--- src/rtl/idx_pkg.sv ---
package idx_pkg;
  typedef enum logic [1:0] {
    CM_UNSIGNED = 2'd0,
    CM_ONES     = 2'd1,
    CM_TWOS     = 2'd2,
    CM_RSVD     = 2'd3
  } cmode_e;

  // Reserved code collapses to unsigned.
  function automatic cmode_e norm_mode(input logic [1:0] code);
    cmode_e m;
    m = cmode_e'(code);
    if (m == CM_RSVD) m = CM_UNSIGNED;
    return m;
  endfunction
endpackage

--- src/rtl/idx_mode_latch.sv ---
module idx_mode_latch
  import idx_pkg::*;
(
  input  logic       clk,
  input  logic       rst_n,
  input  logic       load_i,
  input  logic [1:0] mode_i,
  output cmode_e     eff_mode_o
);
  cmode_e held_q;
  cmode_e cur_mode;

  assign cur_mode = norm_mode(mode_i);

  always_ff @(posedge clk) begin
    if (!rst_n)      held_q <= CM_UNSIGNED;
    else if (load_i) held_q <= cur_mode;
  end

  // Captured one's complement read under current unsigned takes the two's rule.
  function automatic cmode_e pick_mode(input cmode_e held, input cmode_e cur);
    if (held == CM_ONES && cur == CM_UNSIGNED) return CM_TWOS;
    return held;
  endfunction

  assign eff_mode_o = pick_mode(held_q, cur_mode);

  assert_mode_held_R9: assert property (@(posedge clk) disable iff (!rst_n)
    !load_i |=> $stable(held_q));
  assert_mode_rsvd_R5: assert property (@(posedge clk) disable iff (!rst_n)
    held_q != CM_RSVD);
endmodule

--- src/rtl/idx_count_reg.sv ---
module idx_count_reg #(
  parameter int REG_W = 68,
  parameter int CNT_W = 64
) (
  input  logic             clk,
  input  logic             rst_n,
  input  logic             load_i,
  input  logic [REG_W-1:0] load_val_i,
  input  logic             inc_i,
  input  logic             dec_i,
  output logic [REG_W-1:0] count_o,
  output logic             step_o,
  output logic             up_o,
  output logic [CNT_W-1:0] next_low_o
);
  localparam int EXT_W = REG_W - CNT_W;

  logic [REG_W-1:0] cnt_q;

  function automatic logic [CNT_W-1:0] advance(input logic [CNT_W-1:0] v, input logic up);
    if (up) return v + {{(CNT_W-1){1'b0}}, 1'b1};
    return v - {{(CNT_W-1){1'b0}}, 1'b1};
  endfunction

  assign step_o     = !load_i && (inc_i || dec_i);
  assign up_o       = inc_i;
  assign next_low_o = advance(cnt_q[CNT_W-1:0], up_o);

  always_ff @(posedge clk) begin
    if (!rst_n)      cnt_q <= '0;
    else if (load_i) cnt_q <= load_val_i;
    else if (step_o) cnt_q <= {{EXT_W{1'b0}}, next_low_o};
  end

  assign count_o = cnt_q;

  assert_load_wins_R2: assert property (@(posedge clk) disable iff (!rst_n)
    load_i |=> count_o == $past(load_val_i));
  assert_inc_one_R3: assert property (@(posedge clk) disable iff (!rst_n)
    (step_o && up_o) |=> count_o[CNT_W-1:0] == $past(count_o[CNT_W-1:0]) + 1'b1);
  assert_dec_one_R4: assert property (@(posedge clk) disable iff (!rst_n)
    (step_o && !up_o) |=> count_o[CNT_W-1:0] == $past(count_o[CNT_W-1:0]) - 1'b1);
  assert_ext_clear_R3: assert property (@(posedge clk) disable iff (!rst_n)
    step_o |=> count_o[REG_W-1:CNT_W] == '0);
endmodule

--- src/rtl/idx_skip_judge.sv ---
module idx_skip_judge
  import idx_pkg::*;
#(
  parameter int CNT_W = 64
) (
  input  logic             clk,
  input  logic             rst_n,
  input  logic             step_i,
  input  logic             up_i,
  input  cmode_e           eff_mode_i,
  input  logic [CNT_W-1:0] result_i,
  output logic             skip_o
);
  logic skip_q;
  logic hit;

  function automatic logic terminal(input cmode_e m, input logic up, input logic [CNT_W-1:0] r);
    logic zero, ones;
    zero = (r == '0);
    ones = &r;
    case (m)
      CM_TWOS: return zero;
      CM_ONES: return up ? ones : (ones || zero);
      default: return 1'b0;
    endcase
  endfunction

  assign hit = step_i && terminal(eff_mode_i, up_i, result_i);

  always_ff @(posedge clk) begin
    if (!rst_n) skip_q <= 1'b0;
    else        skip_q <= hit;
  end

  assign skip_o = skip_q;

  assert_no_skip_idle_R11: assert property (@(posedge clk) disable iff (!rst_n)
    !step_i |=> !skip_o);
  assert_no_skip_uns_R5: assert property (@(posedge clk) disable iff (!rst_n)
    (step_i && eff_mode_i == CM_UNSIGNED) |=> !skip_o);
  assert_twos_zero_R7: assert property (@(posedge clk) disable iff (!rst_n)
    (step_i && eff_mode_i == CM_TWOS) |=> skip_o == ($past(result_i) == '0));
endmodule

--- src/rtl/idx_loop_counter.sv ---
module idx_loop_counter
  import idx_pkg::*;
#(
  parameter int REG_W = 68,
  parameter int CNT_W = 64
) (
  input  logic             clk,
  input  logic             rst_n,
  input  logic             load_i,
  input  logic [REG_W-1:0] load_val_i,
  input  logic [1:0]       mode_i,
  input  logic             inc_i,
  input  logic             dec_i,
  output logic [REG_W-1:0] count_o,
  output logic             skip_o
);
  logic             step_w;
  logic             up_w;
  logic [CNT_W-1:0] next_low_w;
  cmode_e           eff_mode_w;

  idx_mode_latch i_mode (
    .clk(clk), .rst_n(rst_n), .load_i(load_i), .mode_i(mode_i),
    .eff_mode_o(eff_mode_w)
  );

  idx_count_reg #(.REG_W(REG_W), .CNT_W(CNT_W)) i_cnt (
    .clk(clk), .rst_n(rst_n), .load_i(load_i), .load_val_i(load_val_i),
    .inc_i(inc_i), .dec_i(dec_i), .count_o(count_o),
    .step_o(step_w), .up_o(up_w), .next_low_o(next_low_w)
  );

  idx_skip_judge #(.CNT_W(CNT_W)) i_skip (
    .clk(clk), .rst_n(rst_n), .step_i(step_w), .up_i(up_w),
    .eff_mode_i(eff_mode_w), .result_i(next_low_w), .skip_o(skip_o)
  );

  assert_load_no_skip_R2: assert property (@(posedge clk) disable iff (!rst_n)
    load_i |=> !skip_o);
  assert_both_is_inc_R12: assert property (@(posedge clk) disable iff (!rst_n)
    (!load_i && inc_i && dec_i) |=> count_o[CNT_W-1:0] == $past(count_o[CNT_W-1:0]) + 1'b1);
endmodule

--- config.mk ---
export PLATFORM = sky130hd
export DESIGN_NAME = idx_loop_counter
export DESIGN_NICKNAME = d
export VERILOG_FILES = /design/src/rtl/idx_pkg.sv /design/src/rtl/idx_mode_latch.sv /design/src/rtl/idx_count_reg.sv /design/src/rtl/idx_skip_judge.sv /design/src/rtl/idx_loop_counter.sv
export SDC_FILE = /design/constraint.sdc
export NUM_CORES = 1
export LEC_CHECK = 0
export ABC_AREA = 1
export BUFFER_PORTS_ARGS = -buffer_cell sky130_fd_sc_hd__clkbuf_2
export CORE_AREA = 10 10 134 136
export DETAILED_ROUTE_END_ITERATION = 12
export DIE_AREA = 0 0 144 146
export PLACE_DENSITY = 0.87
export SKIP_LAST_GASP = 1
export SYNTH_ARGS = -nofsm -noshare
export SYNTH_HDL_FRONTEND = slang
export SYNTH_HIERARCHICAL = 1
export SYNTH_SLANG_ARGS = --single-unit
--- constraint.sdc ---
create_clock -name clk -period 7.3 [get_ports clk]
set_input_delay 1.46 -clock clk [delete_from_list [all_inputs] [get_ports clk]]
set_output_delay 1.46 -clock clk [all_outputs]
set_load 0.1 [all_outputs]
==> flow_metrics.py, run 1 <==
metrics = {
    "placement": {
        "port_buffers": 143,
        "gp_congestion": 1.05,
        "dp_hpwl_microns": 27600,
    },
    "setup_path": {
        "reg2reg_depth": 22,
        "crit_required_ps": 7580,
        "crit_type": "in2reg",
        "regToRegSetupSlack_ps": 3930,
        "critical_path_arrival_ps": 5260,
        "end_kind": "flip-flop",
        "r2r-start": "i_cnt/count_o[0]$_SDFFE_PN0P_",
        "r2r_end": "i_skip/skip_o$_SDFF_PN0_",
        "crit_path_start_kind": "input port",
        "crit_fanout": 47,
    },
    "synth": {
        "synth.top_cell.area_share_pct": 27.4,
        "avgSynthCellArea_sq_um": 5.35,
        "synth_cells": 1802,
        "yosys_warnings": 6,
        "syn_area_sq_um": 9640,
        "synth.ff_latch_count": 71,
        "syn_nets": 1944,
        "yosys.area.top_type": "nand2_1",
        "synth_seq_area_share_pct": 14.7,
        "ys_types": 36,
        "synth.area.top_cells": "nand2_1, inv_1, dfxtp_1",
    },
    "floorplan": {
        "num_rows": 46,
        "initial_core_util_pct": 62.3,
        "die_w_microns": 144,
        "core_area_sq_um": 15500,
        "die-area_sq_um": 21000,
        "die_h_microns": 146,
        "io_pins": 144,
    },
    "detailed_routing": {
        "drtIter0Drc": 1289,
        "num_vias": 11318,
        "via_per_inst": 5.32,
        "dr.pass1.iters": 6,
        "routedWlPerCell_microns": 15.7,
        "wirelength_microns": 33500,
        "ant_nets": 0,
        "route.detailed.drc": 0,
    },
    "sta": {
        "setup_viol": 0,
        "hold_viol_final": 0,
        "grt_setup_unrepaired": "no",
        "timing.fmax_ghz": 0.201,
        "fin_crit_sh_pct": 68.1,
        "worst_slew_pin_slew_ps": 1230,
        "maxSlewHeadroom_pct": 17.9,
        "period_needed_ps": 4970,
        "drv_slew": 0,
        "skew_ps": 7.91,
        "setup_tns_ps": 0,
    },
    "final_layout": {
        "syn2layout_area_growth_pct": 12.4,
        "antenna_cells": 0,
        "fill_cells": 1496,
        "drive_above_1_share_pct": 12.1,
        "nets": 2072,
    },
    "clock_tree": {
        "post_cts_buffers": 0,
        "clock_sinks": 71,
        "path_clk_slew_ps": 70,
        "clock_path_buffers": 2,
        "post_cts_resized": 0,
        "clockRootBuffer": "clkbuf_16",
        "numCtsBuffers": 9,
        "clk-insertion-delay-late_ps": 350,
        "htree_levels": 3,
        "cts_hold_buf": 0,
        "cts_tree": "built",
    },
    "power": {
        "ir_worst_vdd_mv": 0.142,
        "power.density_nw_per_um2": 196,
        "leakage_nw": 6.49,
        "design_power_total_mw": 2.12,
    },
    "worst_hold_path": {
        "hold_path_depth": 2,
        "min_to": "i_cnt/count_o[65]$_SDFFE_PN0P_",
        "min_path_type": "reg2reg",
        "hp-start": "i_cnt/count_o[65]$_SDFFE_PN0P_",
    },
    "global_route": {
        "grt_pass1_wl_microns": 52200,
        "antenna_found_initial": 0,
        "overflow": 0,
        "grt_max_degree": 75,
        "grt_util_all_layers_pct": 30.7,
        "grt_pass1_vias": 10082,
    },
    "run": {
        "maxCapViolations": 0,
    },
    "status": {
        "status": "finished, final reports clean",
    },
}
==> flip-flops by register name, indices dropped and copies added (netlist names) <==
register / cells
i_cnt/count_o: 68
i_mode/held_q: 2
i_skip/skip_o: 1
==> how the worst max path moves through the flow <==
stage / startpoint / end / cells past startpoint
after floorplan: inc_i / i_skip/skip_o$_SDFF_PN0_ / 22
after global placement: inc_i / i_skip/skip_o$_SDFF_PN0_ / 22
after detailed placement: inc_i / i_skip/skip_o$_SDFF_PN0_ / 22
after CTS: inc_i / i_skip/skip_o$_SDFF_PN0_ / 22
after global routing: inc_i / i_skip/skip_o$_SDFF_PN0_ / 22
final: inc_i / i_skip/skip_o$_SDFF_PN0_ / 22
==> stage by stage <==
stage | utilization, % | setup slack, ps | std cells | instance area [sq um] | hold WS, ps
2_1_floorplan | - | 2550 | 1802 | 9640 | 452
3_3_place_gp | 67.9 | 2180 | 2111 | 10500 | 447
3_5_place_dp | 67.9 | 2150 | 2111 | 10500 | 454
4_1_cts | 70.0 | 2500 | 2127 | 10800 | 465
5_1_grt | 70.0 | 2050 | 2127 | 10800 | 493
6_report | 70.0 | 2330 | 2127 | 10800 | 460
==> logic make-up (layout without fill, tap and decap cells) <==
logic type               Yosys count  after routing  share of synthesized area, %
AO/OA/AOI/OAI                    160            160                          10.4
XOR/XNOR                          31             31                          3.67
adder cells (fa/ha/maj)           67             67                          8.77
buffers and inverters            421            554                          16.5
flip-flops                        71             71                          14.7
AND/OR/NAND/NOR                 1052           1052                          45.9
==> Yosys cell counts <==
master    instances
nand2_2          24
xor2_1           19
o21bai_1          2
nor4_1            2
nor2_2           14
a22o_1           44
a31oi_1          20
and2_1           33
nand2_1         704
nor3_1            9
o21ai_0           2
buf_1             5
nand3_2           9
clkbuf_1         20
a21boi_1          1
ha_1             66
fa_1              1
xnor2_1           1
clkinv_1          1
a21oi_1          90
nor3_2            6
nand4_1          18
inv_1           387
a21oi_2           1
nor2_1          143
xor2_2           11
nand3_1          76
nor4_2            1
and3_1            1
nand3b_1          9
buf_4             1
inv_2             3
or2_2             1
dfxtp_1          71
or2_1             2
buf_2             4
==> worst max-delay path: stages <==
cell and delay, ps:
clkbuf_2 140, inv_2 730, buf_4 300, ha_1 340, nand2_1 90, nand2_1 70, nand2_1 70, nand3_1 100
a21oi_1 320, nand2_1 100, a21oi_1 330, nand3_1 150, and2_1 210, nor2_1 100, nand2_1 80, nor2_1 170
nand2_1 80, nor2_2 100, nand3_1 80, nand2_1 60, nand2_1 50, a21oi_2 100
==> report_power, final <==
part	leakage [nW]	switching, mW	internal, mW	total [mW]
Clock	0.153	0.203	0.303	0.507
Sequential	0.589	0.0320	0.425	0.456
Combinational	5.75	0.852	0.305	1.16
Total	6.49	1.09	1.03	2.12
==> area by class of cell <==
class | count | area [sq um] | share of cell area, %
Timing Repair Buffer | 147 | 746 | 6.88
Clock inverter | 7 | 101 | 0.935
Clock buffer | 9 | 225 | 2.08
Tap cell | 192 | 240 | 2.22
Inverter | 391 | 1470 | 13.5
Multi-Input combinational cell | 1310 | 6640 | 61.2
Sequential cell | 71 | 1420 | 13.1
==> cells in the final DEF, fill, tap and decap left out, types with 2 or more instances in the layout <==
cell type	synthesis	final
a21oi_1	90	90
a22o_1	44	44
a31oi_1	20	20
and2_1	33	33
buf_4	1	4
bufinv_16	0	2
clkbuf_16	0	9
clkbuf_2	0	143
clkinvlp_4	0	2
dfxtp_1	71	71
ha_1	66	66
inv_1	387	386
inv_2	3	4
inv_6	0	3
nand2_1	704	704
nand2_2	24	24
nand3_1	76	76
nand3_2	9	9
nand3b_1	9	9
nand4_1	18	18
nor2_1	143	142
nor2_2	14	14
nor3_1	9	9
nor3_2	6	6
nor4_1	2	2
o21ai_0	2	2
o21bai_1	2	2
or2_1	2	2
xor2_1	19	19
xor2_2	11	11
==> layer usage <==
layer  wire [microns]  share of wire, %  vias to the layer above  track usage (%)
met5                0                 0                        -                0
met4              875               2.6                        0             9.81
met3             3140               9.4                       53             5.25
met2            14900                45                      474             48.4
met1            14600                43                     5050             41.4
li1                 -                 -                     5741                -
Note: power is estimated with default switching activity, not from simulation.
==> run 2: changes to the inputs <==
- CORE_AREA: 10 10 134 136 -> 10 10 138 140
- DIE_AREA: 0 0 144 146 -> 0 0 148 150
- PLACE_DENSITY: 0.87 -> 0.83
- clock period: 7.3 -> 4.8 ns (I/O delays scaled with it)
==> flow_metrics.py, run 2 (synthesis results as in run 1) <==
metrics = {
    "sta": {
        "hold_viol_final": 0,
        "setup_tns_ps": 0,
        "period_needed_ps": 3980,
        "grt_setup_unrepaired": "no",
        "worst_slew_pin_slew_ps": 1200,
        "maxSlewHeadroom_pct": 19.9,
        "setup_viol": 0,
        "timing.fmax_ghz": 0.251,
        "skew_ps": 11.2,
        "drv_slew": 0,
        "fin_crit_sh_pct": 82.9,
    },
    "global_route": {
        "grt_pass1_vias": 10445,
        "met1_usage_pct": 40.8,
        "use_met3_pct": 3.56,
        "grt_use_met2_pct": 46.9,
        "grt_pass1_wl_microns": 53300,
        "overflow": 0,
        "grt_util_all_layers_pct": 29.7,
        "grt_max_degree": 69,
        "busiest_layer": "met2",
        "antenna_found_initial": 0,
    },
    "floorplan": {
        "io_pins": 144,
        "num_rows": 47,
        "die_w_microns": 148,
        "initial_core_util_pct": 59.0,
        "die_h_microns": 150,
        "core_area_sq_um": 16300,
        "die-area_sq_um": 22200,
    },
    "clock_tree": {
        "clock_sinks": 71,
        "clk-insertion-delay-late_ps": 350,
        "clockRootBuffer": "clkbuf_16",
        "cts_hold_buf": 0,
        "post_cts_resized": 0,
        "cts_tree": "built",
        "htree_levels": 3,
        "numCtsBuffers": 9,
        "path_clk_slew_ps": 60,
        "clock_path_buffers": 2,
        "post_cts_buffers": 0,
    },
    "placement": {
        "placed_area_sq_um": 10600,
        "gp_congestion": 1.06,
        "dp_hpwl_microns": 28000,
        "port_buffers": 143,
    },
    "setup_path": {
        "crit_required_ps": 5080,
        "crit_fanout": 62,
        "cp_common_cell": "nand2_1",
        "end_kind": "flip-flop",
        "critical_path_arrival_ps": 4260,
        "cp_slowest_stage_delay_ps": 340,
        "crit_type": "in2reg",
        "reg2reg_depth": 22,
        "crit_path_start_kind": "input port",
        "worst_path_max_delay_cell": "ha_1",
    },
    "final_layout": {
        "layout_common_cells": "nand2_1, inv_1, clkbuf_2, nor2_1, a21oi_1",
        "largest_reg_flops": 68,
        "postLayoutCellArea_sq_um": 10900,
        "final_common_cell": "nand2_1",
        "syn2layout_area_growth_pct": 12.6,
        "antenna_cells": 0,
        "nets": 2071,
        "drive_above_1_share_pct": 12.1,
    },
    "detailed_routing": {
        "ant_nets": 0,
        "route.detailed.drc": 0,
        "num_vias": 11192,
        "dr.pass1.iters": 6,
        "via_per_inst": 5.20,
        "routedWlPerCell_microns": 15.6,
        "drtIter0Drc": 1115,
        "wirelength_microns": 33600,
    },
    "power": {
        "power.density_nw_per_um2": 288,
        "leakage_nw": 6.48,
        "ir_worst_vdd_mv": 0.193,
    },
    "worst_hold_path": {
        "min_path_type": "reg2reg",
        "hold_path_depth": 2,
    },
    "status": {
        "status": "finished, final reports clean",
    },
    "run": {
        "maxCapViolations": 0,
    },
}
==> run 2: changes by cell type in the layout (fill, tap and decap cells not counted), sizes merged <==
cell | before | now
buf | 4 | 3
clkinv | 1 | 2
clkbuf | 152 | 153
bufinv | 2 | 0
==> run 2: area by class of cell <==
cell class / count / area (sq um)
Sequential cell: 71 / 1420
Fill cell: 1612 / 5490
Tap cell: 220 / 275
Multi-Input combinational cell: 1310 / 6640
Timing Repair Buffer: 146 / 763
Clock buffer: 10 / 239
Inverter: 391 / 1470
Clock inverter: 6 / 50.0
==> run 2: worst paths after layout <==
| kind | start | to | slack [ps] |
|---|---|---|---|
| max | inc_i | i_skip/skip_o$_SDFF_PN0_ | 820 |
| min | i_cnt/count_o[64]$_SDFFE_PN0P_ | i_cnt/count_o[64]$_SDFFE_PN0P_ | 460 |
| max reg2reg | i_cnt/count_o[0]$_SDFFE_PN0P_ | i_skip/skip_o$_SDFF_PN0_ | 1420 |
| min reg2reg | i_cnt/count_o[64]$_SDFFE_PN0P_ | i_cnt/count_o[64]$_SDFFE_PN0P_ | 460 |
==> run 2: layer usage <==
metal / wire, microns / up-vias
met5: 0 / -
li1: - / 5735
met4: 929 / 0
met2: 14600 / 446
met1: 15600 / 4955
met3: 2510 / 56
==> run 2: worst max-delay path: cells and delay by family <==
| kind | cells | cell delay [ps] |
|---|---|---|
| buf+inv | 5 | 620 |
| fa+ha+maj | 1 | 340 |
| simple gates | 18 | 2210 |
| compound gates | 1 | 100 |
==> run 2: through the flow <==
stage	hold WS [ps]	std cells	worst slack [ps]	utilization, %	power, mW
after CTS	465	2154	885	66.4	3.11
after global placement	448	2138	589	64.6	2.40
after global routing	487	2154	558	66.4	3.32
after floorplan	452	1802	553	-	2.03
final	461	2154	819	66.4	3.12
after detailed placement	455	2138	543	64.6	2.43
==> run 2: power breakdown <==
| part | switching [mW] | leakage, nW | internal (mW) |
|---|---|---|---|
| Sequential | 0.0485 | 0.589 | 0.646 |
| Clock | 0.302 | 0.136 | 0.371 |
| Combinational | 1.29 | 5.75 | 0.464 |
| Total | 1.64 | 6.48 | 1.48 |
